`src/rtl/i2c_am_pkg.sv`:
```
package i2c_am_pkg;

  typedef enum logic [1:0] {SLOT_OFF, SLOT_7B, SLOT_10B} slot_kind_e;
  typedef enum logic [1:0] {PH_IDLE, PH_FIRST, PH_SECOND, PH_DONE} phase_e;

  typedef struct packed {
    logic alert;
    logic gc;
    logic m1;
    logic m0;
  } hit_t;

  // role of address slot idx under a mode; range modes return SLOT_OFF here
  function automatic slot_kind_e slot_kind(input logic [2:0] mode, input logic idx);
    slot_kind_e k;
    k = SLOT_OFF;
    unique case (mode)
      3'd0: k = idx ? SLOT_OFF : SLOT_7B;
      3'd1: k = idx ? SLOT_OFF : SLOT_10B;
      3'd2: k = SLOT_7B;
      3'd3: k = SLOT_10B;
      3'd4: k = idx ? SLOT_10B : SLOT_7B;
      3'd5: k = idx ? SLOT_7B : SLOT_10B;
      default: k = SLOT_OFF;
    endcase
    return k;
  endfunction

  function automatic slot_kind_e range_kind(input logic [2:0] mode);
    slot_kind_e k;
    unique case (mode)
      3'd6: k = SLOT_7B;
      3'd7: k = SLOT_10B;
      default: k = SLOT_OFF;
    endcase
    return k;
  endfunction

endpackage

```
`src/rtl/i2c_am_seq.sv`:
```
module i2c_am_seq
  import i2c_am_pkg::*;
#(
  parameter int BYTE_W = 8,
  parameter int ADDR_W = 10
) (
  input  logic              clk_i,
  input  logic              rst_ni,
  input  logic              start_i,
  input  logic              stop_i,
  input  logic              byte_valid_i,
  input  logic [BYTE_W-1:0] byte_i,
  output logic              done_o,
  output logic              long_o,
  output logic [ADDR_W-1:0] addr_o,
  output logic              rw_o
);
  localparam int HI_W  = ADDR_W - BYTE_W;
  localparam int HDR_W = BYTE_W - HI_W - 1;
  localparam int PAD_W = ADDR_W - (BYTE_W - 1);
  localparam logic [HDR_W-1:0] HDR_PAT = {{(HDR_W-1){1'b1}}, 1'b0};

  phase_e          phase_q;
  logic [HI_W-1:0] hi_q;
  logic            rw_q;
  logic            is_hdr;
  logic            take;

  assign is_hdr = (byte_i[BYTE_W-1 -: HDR_W] == HDR_PAT);
  assign take   = byte_valid_i && !start_i && !stop_i;

  always_comb begin
    done_o = 1'b0;
    long_o = 1'b0;
    addr_o = {{PAD_W{1'b0}}, byte_i[BYTE_W-1:1]};
    rw_o   = byte_i[0];
    if (take && phase_q == PH_FIRST && !is_hdr) begin
      done_o = 1'b1;
    end else if (take && phase_q == PH_SECOND) begin
      done_o = 1'b1;
      long_o = 1'b1;
      addr_o = {hi_q, byte_i};
      rw_o   = rw_q;
    end
  end

  always_ff @(posedge clk_i or negedge rst_ni) begin
    if (!rst_ni) begin
      phase_q <= PH_IDLE;
      hi_q    <= '0;
      rw_q    <= 1'b0;
    end else if (start_i) begin
      phase_q <= PH_FIRST;
    end else if (stop_i) begin
      phase_q <= PH_IDLE;
    end else if (byte_valid_i) begin
      unique case (phase_q)
        PH_FIRST: begin
          if (is_hdr) begin
            phase_q <= PH_SECOND;
            hi_q    <= byte_i[HI_W:1];
            rw_q    <= byte_i[0];
          end else begin
            phase_q <= PH_DONE;
          end
        end
        PH_SECOND: phase_q <= PH_DONE;
        default:   phase_q <= phase_q;
      endcase
    end
  end

  // a header byte never completes the address by itself
  assert_header_waits_R3: assert property (@(posedge clk_i) disable iff (!rst_ni)
    (take && phase_q == PH_FIRST && is_hdr) |=> (phase_q == PH_SECOND));

endmodule

```
`src/rtl/i2c_am_cmp.sv`:
```
module i2c_am_cmp
  import i2c_am_pkg::*;
#(
  parameter int                 ADDR_W     = 10,
  parameter int                 SHORT_W    = 7,
  parameter logic [SHORT_W-1:0] GC_ADDR    = 7'h00,
  parameter logic [SHORT_W-1:0] ALERT_ADDR = 7'h0C
) (
  input  logic [2:0]        mode_i,
  input  logic [ADDR_W-1:0] addr0_i,
  input  logic [ADDR_W-1:0] addr1_i,
  input  logic              gc_en_i,
  input  logic              alert_en_i,
  input  logic              long_i,
  input  logic [ADDR_W-1:0] addr_i,
  output hit_t              hit_o
);
  localparam int NSLOT = 2;
  localparam int PAD_W = ADDR_W - SHORT_W;

  logic [NSLOT-1:0] eq;
  logic             in_rng;
  logic [ADDR_W-1:0] lo, hi;
  slot_kind_e       rk;

  for (genvar s = 0; s < NSLOT; s++) begin : g_slot
    logic [ADDR_W-1:0] ref_full;
    logic [ADDR_W-1:0] ref_short;
    slot_kind_e        k;
    assign ref_full  = (s == 0) ? addr0_i : addr1_i;
    assign ref_short = {{PAD_W{1'b0}}, ref_full[SHORT_W-1:0]};
    assign k         = slot_kind(mode_i, 1'(s));
    assign eq[s] = ((k == SLOT_7B)  && !long_i && (addr_i == ref_short)) ||
                   ((k == SLOT_10B) &&  long_i && (addr_i == ref_full));
  end

  assign rk = range_kind(mode_i);

  always_comb begin
    if (rk == SLOT_7B) begin
      lo = {{PAD_W{1'b0}}, addr0_i[SHORT_W-1:0]};
      hi = {{PAD_W{1'b0}}, addr1_i[SHORT_W-1:0]};
    end else begin
      lo = addr0_i;
      hi = addr1_i;
    end
    in_rng = (((rk == SLOT_7B) && !long_i) || ((rk == SLOT_10B) && long_i)) &&
             (addr_i >= lo) && (addr_i <= hi);
  end

  assign hit_o.m0    = eq[0];
  assign hit_o.m1    = eq[1] | in_rng;
  assign hit_o.gc    = gc_en_i && !long_i && (addr_i == {{PAD_W{1'b0}}, GC_ADDR});
  assign hit_o.alert = alert_en_i && !long_i && (addr_i == {{PAD_W{1'b0}}, ALERT_ADDR});

endmodule

```
`src/rtl/i2c_am_stat.sv`:
```
module i2c_am_stat
  import i2c_am_pkg::*;
#(
  parameter int ADDR_W = 10
) (
  input  logic            clk_i,
  input  logic            rst_ni,
  input  logic            clear_i,
  input  logic            done_i,
  input  hit_t            hit_i,
  input  logic [ADDR_W-1:0] addr_i,
  input  logic            rw_i,
  input  logic            rd_i,
  output hit_t            flags_o,
  output logic            valid_o,
  output logic [ADDR_W:0] cap_o
);
  logic any_hit;
  logic load;

  assign any_hit = hit_i.m0 | hit_i.m1 | hit_i.gc | hit_i.alert;
  assign load    = done_i && any_hit;

  always_ff @(posedge clk_i or negedge rst_ni) begin
    if (!rst_ni) begin
      flags_o <= '0;
    end else if (clear_i) begin
      flags_o <= '0;
    end else if (done_i) begin
      flags_o <= hit_i;
    end
  end

  always_ff @(posedge clk_i or negedge rst_ni) begin
    if (!rst_ni) begin
      valid_o <= 1'b0;
      cap_o   <= '0;
    end else if (load) begin
      valid_o <= 1'b1;
      cap_o   <= {addr_i, rw_i};
    end else if (rd_i) begin
      valid_o <= 1'b0;
    end
  end

  assert_read_clears_R10: assert property (@(posedge clk_i) disable iff (!rst_ni)
    (rd_i && !load) |=> !valid_o);

  assert_hit_beats_read_R10: assert property (@(posedge clk_i) disable iff (!rst_ni)
    load |=> (valid_o && cap_o == $past({addr_i, rw_i})));

  assert_flags_cleared_R11: assert property (@(posedge clk_i) disable iff (!rst_ni)
    clear_i |=> (flags_o == '0));

  assert_miss_keeps_cap_R9: assert property (@(posedge clk_i) disable iff (!rst_ni)
    (done_i && !any_hit) |=> $stable(cap_o));

endmodule

```
`src/rtl/i2c_addr_match.sv`:
```
module i2c_addr_match
  import i2c_am_pkg::*;
#(
  parameter int                 BYTE_W     = 8,
  parameter int                 ADDR_W     = 10,
  parameter int                 SHORT_W    = 7,
  parameter logic [SHORT_W-1:0] GC_ADDR    = 7'h00,
  parameter logic [SHORT_W-1:0] ALERT_ADDR = 7'h0C
) (
  input  logic              clk_i,
  input  logic              rst_ni,
  input  logic              start_i,
  input  logic              stop_i,
  input  logic              byte_valid_i,
  input  logic [BYTE_W-1:0] byte_i,
  input  logic [2:0]        mode_i,
  input  logic [ADDR_W-1:0] addr0_i,
  input  logic [ADDR_W-1:0] addr1_i,
  input  logic              gc_en_i,
  input  logic              alert_en_i,
  input  logic              stat_rd_i,
  output logic              match0_o,
  output logic              match1_o,
  output logic              gc_o,
  output logic              alert_o,
  output logic              respond_o,
  output logic              addr_valid_o,
  output logic              addr_nv_o,
  output logic [ADDR_W:0]   addr_cap_o
);
  logic              done;
  logic              long_addr;
  logic [ADDR_W-1:0] rx_addr;
  logic              rx_rw;
  hit_t              hit;
  hit_t              flags;

  i2c_am_seq #(.BYTE_W(BYTE_W), .ADDR_W(ADDR_W)) u_seq (
    .clk_i        (clk_i),
    .rst_ni       (rst_ni),
    .start_i      (start_i),
    .stop_i       (stop_i),
    .byte_valid_i (byte_valid_i),
    .byte_i       (byte_i),
    .done_o       (done),
    .long_o       (long_addr),
    .addr_o       (rx_addr),
    .rw_o         (rx_rw)
  );

  i2c_am_cmp #(
    .ADDR_W(ADDR_W), .SHORT_W(SHORT_W), .GC_ADDR(GC_ADDR), .ALERT_ADDR(ALERT_ADDR)
  ) u_cmp (
    .mode_i     (mode_i),
    .addr0_i    (addr0_i),
    .addr1_i    (addr1_i),
    .gc_en_i    (gc_en_i),
    .alert_en_i (alert_en_i),
    .long_i     (long_addr),
    .addr_i     (rx_addr),
    .hit_o      (hit)
  );

  i2c_am_stat #(.ADDR_W(ADDR_W)) u_stat (
    .clk_i   (clk_i),
    .rst_ni  (rst_ni),
    .clear_i (start_i | stop_i),
    .done_i  (done),
    .hit_i   (hit),
    .addr_i  (rx_addr),
    .rw_i    (rx_rw),
    .rd_i    (stat_rd_i),
    .flags_o (flags),
    .valid_o (addr_valid_o),
    .cap_o   (addr_cap_o)
  );

  assign match0_o  = flags.m0;
  assign match1_o  = flags.m1;
  assign gc_o      = flags.gc;
  assign alert_o   = flags.alert;
  assign respond_o = flags.m0 | flags.m1 | flags.gc | flags.alert;
  assign addr_nv_o = ~addr_valid_o;

  assert_gc_needs_enable_R7: assert property (@(posedge clk_i) disable iff (!rst_ni)
    $rose(gc_o) |-> $past(gc_en_i));

  assert_alert_needs_enable_R8: assert property (@(posedge clk_i) disable iff (!rst_ni)
    $rose(alert_o) |-> $past(alert_en_i));

  assert_flag_follows_strobe_R12: assert property (@(posedge clk_i) disable iff (!rst_ni)
    $rose(respond_o) |-> ($past(byte_valid_i) && !$past(start_i) && !$past(stop_i)));

  assert_valid_follows_strobe_R12: assert property (@(posedge clk_i) disable iff (!rst_ni)
    $rose(addr_valid_o) |-> $past(byte_valid_i));

endmodule

```
`config.mk`:
```
export PLATFORM = sky130hd
export DESIGN_NAME = i2c_addr_match
export DESIGN_NICKNAME = d
export VERILOG_FILES = /design/src/rtl/i2c_am_pkg.sv /design/src/rtl/i2c_am_seq.sv /design/src/rtl/i2c_am_cmp.sv /design/src/rtl/i2c_am_stat.sv /design/src/rtl/i2c_addr_match.sv
export SDC_FILE = /design/constraint.sdc
export NUM_CORES = 1
export LEC_CHECK = 0
export ABC_AREA = 1
export BUFFER_PORTS_ARGS = -buffer_cell sky130_fd_sc_hd__buf_2
export CAP_MARGIN = 15
export CELL_PAD_IN_SITES_DETAIL_PLACEMENT = 1
export CELL_PAD_IN_SITES_GLOBAL_PLACEMENT = 2
export CORE_AREA = 5 5 89 91
export CTS_CLUSTER_DIAMETER = 40
export CTS_CLUSTER_SIZE = 14
export DETAILED_ROUTE_END_ITERATION = 10
export DIE_AREA = 0 0 94 96
export PLACE_DENSITY = 0.93
export SKIP_LAST_GASP = 1
export SYNTH_ARGS = -nofsm -noshare
export SYNTH_HDL_FRONTEND = slang
export SYNTH_SLANG_ARGS = --single-unit
```
`constraint.sdc`:
```
create_clock -name clk_i -period 8.2 [get_ports clk_i]
set_input_delay 0.41 -clock clk_i [delete_from_list [all_inputs] [get_ports clk_i]]
set_output_delay 0.41 -clock clk_i [all_outputs]
set_load 0.03 [all_outputs]
```
==> impl_metrics.py <==
metrics = {
    "status": {
        "outcome": "finished, final reports clean",
    },
    "setup_path": {
        "crit_slowest_cell": "o21ai_0",
        "rrSetupSlack_ns": 4.84,
        "crit_family": "simple AND/OR/NAND/NOR gates",
        "end_kind": "flip-flop",
        "critical_path_class": "flip-flop to flip-flop",
        "path_buf_inv": 3,
        "critPathArrivalTime_ns": 3.51,
        "worstPathRequired_ns": 8.35,
        "worst_r2r_endpoint": "u_stat.cap_o[4]",
        "slowest_delay_ns": 0.50,
        "r2r-start": "u_seq.phase_q[0]",
        "crit_top_cell": "nand2_1",
        "start_kind": "flip-flop",
        "path_cells": "inv_1 -> ha_1 -> nand3_1 -> inv_2 -> nand2_4 -> o21ai_0 -> ha_1 -> nand2_1 -> nor2_1 -> o211ai_1 -> nand3_1 -> nand2_1 -> inv_1 -> nor2_1 -> a21oi_2 -> nand2_2 -> nand2_2 -> nand2_1 -> nand2_1",
        "reg2reg_depth": 19,
        "cp_max_fo": 18,
    },
    "final_layout": {
        "drive_gt1_share_pct": 20.9,
        "layout.nets": 421,
        "final_common_cell": "nand2_1",
        "multiInputGateArea_um2": 1200,
        "layout_common_cells": "nand2_1, buf_2, inv_1",
        "diodes": 0,
        "syn2layout_area_growth_pct": 21.1,
        "ff_latch_area_um2": 526,
        "nFillCells": 955,
    },
    "synth": {
        "synth_top_family_by_area": "simple AND/OR/NAND/NOR gates",
        "synth_edf_count": 0,
        "synthAdderAreaFrac_pct": 14.0,
        "synth_cell_type_count": 31,
        "synth-seq-cells": 21,
        "synth_compound_area_share_pct": 9.59,
        "yosys-top-cells-area": "dfrtp_1, nand2_1, ha_1, inv_1, nand3_1",
        "synthMuxAreaShare_pct": 0,
        "ys_warn_count": 0,
        "synth_xor_area_share_pct": 0.445,
        "synthSimpleGateAreaFrac_pct": 37.0,
        "netlist_area_um2": 1970,
        "postSynthAreaPerCell_um2": 6.50,
        "yosysTopAreaCell": "dfrtp_1",
        "synthArstFlopShare_pct": 100,
        "ys_seq_area_share_pct": 26.7,
        "synth_nets": 364,
        "synthFlopType": "dfrtp_1",
        "synth_top_area_share_pct": 26.7,
        "syn_inst": 303,
    },
    "detailed_routing": {
        "met2WireLength_um": 2910,
        "highest_layer": "met4",
        "wl_met3_um": 267,
        "ant_nets": 0,
        "wl_per_cell_um": 13.3,
        "wl_um": 6080,
        "dr.first_iter.drc_count": 55,
        "route.detailed.drc": 0,
        "first_pass_iters": 4,
        "routed_via_density": 4.53,
        "met1_length_um": 2880,
        "vias": 2074,
    },
    "floorplanning": {
        "fp.coreArea_um2": 7060,
        "die_w_um": 94,
        "row_count": 31,
        "initial_core_util_pct": 27.9,
        "fp.dieH_um": 96,
        "die_area_um2": 9020,
        "io_pins": 57,
    },
    "global_route": {
        "grt_pass1_wl_um": 9850,
        "grt_overflow": 0,
        "grt_pass1_vias": 2096,
        "grt_usage_pct": 13.7,
        "grt_max_degree": 22,
        "grt_antenna_before_repair": 0,
    },
    "cts": {
        "cts_buffer_depth": 2,
        "cts-root-buf": "clkbuf_8",
        "path_clk_slew_ns": 0.08,
        "clock_latency_ns": 0.26,
        "post-cts-setup-buffers": 0,
        "cts-hold-fix-buffers": 0,
        "cts_tree": "yes",
        "cts_buffers": 3,
        "cts_num_sinks": 21,
        "htree_levels": 1,
        "cts-resized-gates": 0,
    },
    "sta": {
        "rsz0062_at_grt": "no",
        "hold_slack_ns": 0.101,
        "fmax_mhz": 298,
        "hold_viol": 0,
        "post-route-min-period_ns": 3.36,
        "finalSetupViolCount": 0,
        "finClkSkew_ns": 0.00165,
        "slew_headroom_pct": 61.4,
        "worstMarginPinSlew_ns": 0.572,
        "fin_setup_tns_ns": 0,
        "fin_crit_sh_pct": 41.0,
        "drv_slew": 0,
    },
    "place": {
        "gp_congestion": 0.860,
        "io_buffer_count": 56,
        "dpl.hpwl_um": 5290,
    },
    "power": {
        "p_leak_nw": 1.46,
        "p_per_area_nw_per_um2": 107,
        "vdd_drop_max_uv": 49.4,
    },
    "run": {
        "drv_cap": 0,
    },
    "min_path": {
        "hp-class": "primary input to async pin",
    },
}
[through the flow]
step           area (µm²)  setup slack (ns)  total power, mW  utilization, %  instances
6_report             2380              4.84            0.256            33.8        458
5_1_grt              2380              4.37            0.276            33.8        458
4_1_cts              2380              4.80            0.260            33.8        458
2_1_floorplan        1970              5.51            0.159               -        303
3_3_place_gp         2340              4.87            0.187            33.1        454
3_5_place_dp         2340              4.84            0.190            33.1        454
[layer usage]
metal | vias to the layer above | global-route usage (%)
li1 | 1072 | -
met1 | 949 | 18.4
met2 | 49 | 24.2
met3 | 4 | 1.88
met4 | 0 | 1.44
met5 | - | 0
[sequential cells by signal, summed over array words and instances (netlist names)]
| register | flops |
|---|---|
| u_seq.rw_q | 1 |
| u_seq.phase_q | 2 |
| u_seq.hi_q | 2 |
| u_stat.cap_o | 11 |
| u_stat.flags_o | 4 |
| u_stat.valid_o | 1 |
[how the worst max path moves through the flow]
stage / startpoint / end / cells after the start
3_3_place_gp: u_seq.phase_q[0] / u_stat.valid_o / 17
3_5_place_dp: u_seq.phase_q[0] / u_stat.cap_o[10] / 19
4_1_cts: u_seq.phase_q[0] / u_stat.cap_o[4] / 19
2_1_floorplan: u_seq.phase_q[0] / u_stat.cap_o[0] / 21
5_1_grt: u_seq.phase_q[0] / u_stat.cap_o[3] / 19
6_report: u_seq.phase_q[0] / u_stat.cap_o[4] / 19
[logic make-up after synthesis]
| kind of cell | count (synthesis) |
|---|---|
| AOI/OAI and AO/OA | 31 |
| xor gates and xnor gates | 1 |
| adders and majority gates | 22 |
| buffers and inverters | 59 |
| DFF | 21 |
| and+or+nand+nor | 169 |
[cells in the mapped netlist, types with 2 or more instances]
| cell type | n |
|---|---|
| nand2_2 | 5 |
| o21a_1 | 2 |
| inv_2 | 3 |
| nand2_1 | 99 |
| o22ai_1 | 3 |
| dfrtp_1 | 21 |
| ha_1 | 22 |
| nand4_1 | 8 |
| nand3_1 | 22 |
| nand2_4 | 2 |
| a21oi_1 | 7 |
| inv_1 | 52 |
| o21ai_0 | 10 |
| o211ai_1 | 2 |
| buf_6 | 2 |
| nor2_1 | 27 |
| nor2_2 | 2 |
[power breakdown]
part           total, mW  internal, mW  switching, mW
Combinational     0.0765        0.0267         0.0498
Clock             0.0693        0.0339         0.0354
Sequential         0.111         0.108        0.00255
[area by class of cell]
type                    count  area share [%]
well taps                  99            5.19
multi-input cells         223            50.4
flip-flops and latches     21            22.0
inverters                  55            8.66
clock inverters             1           0.210
clock buffers               3            1.73
repair buffers             56            11.8
(Power assumes the default switching activity.)
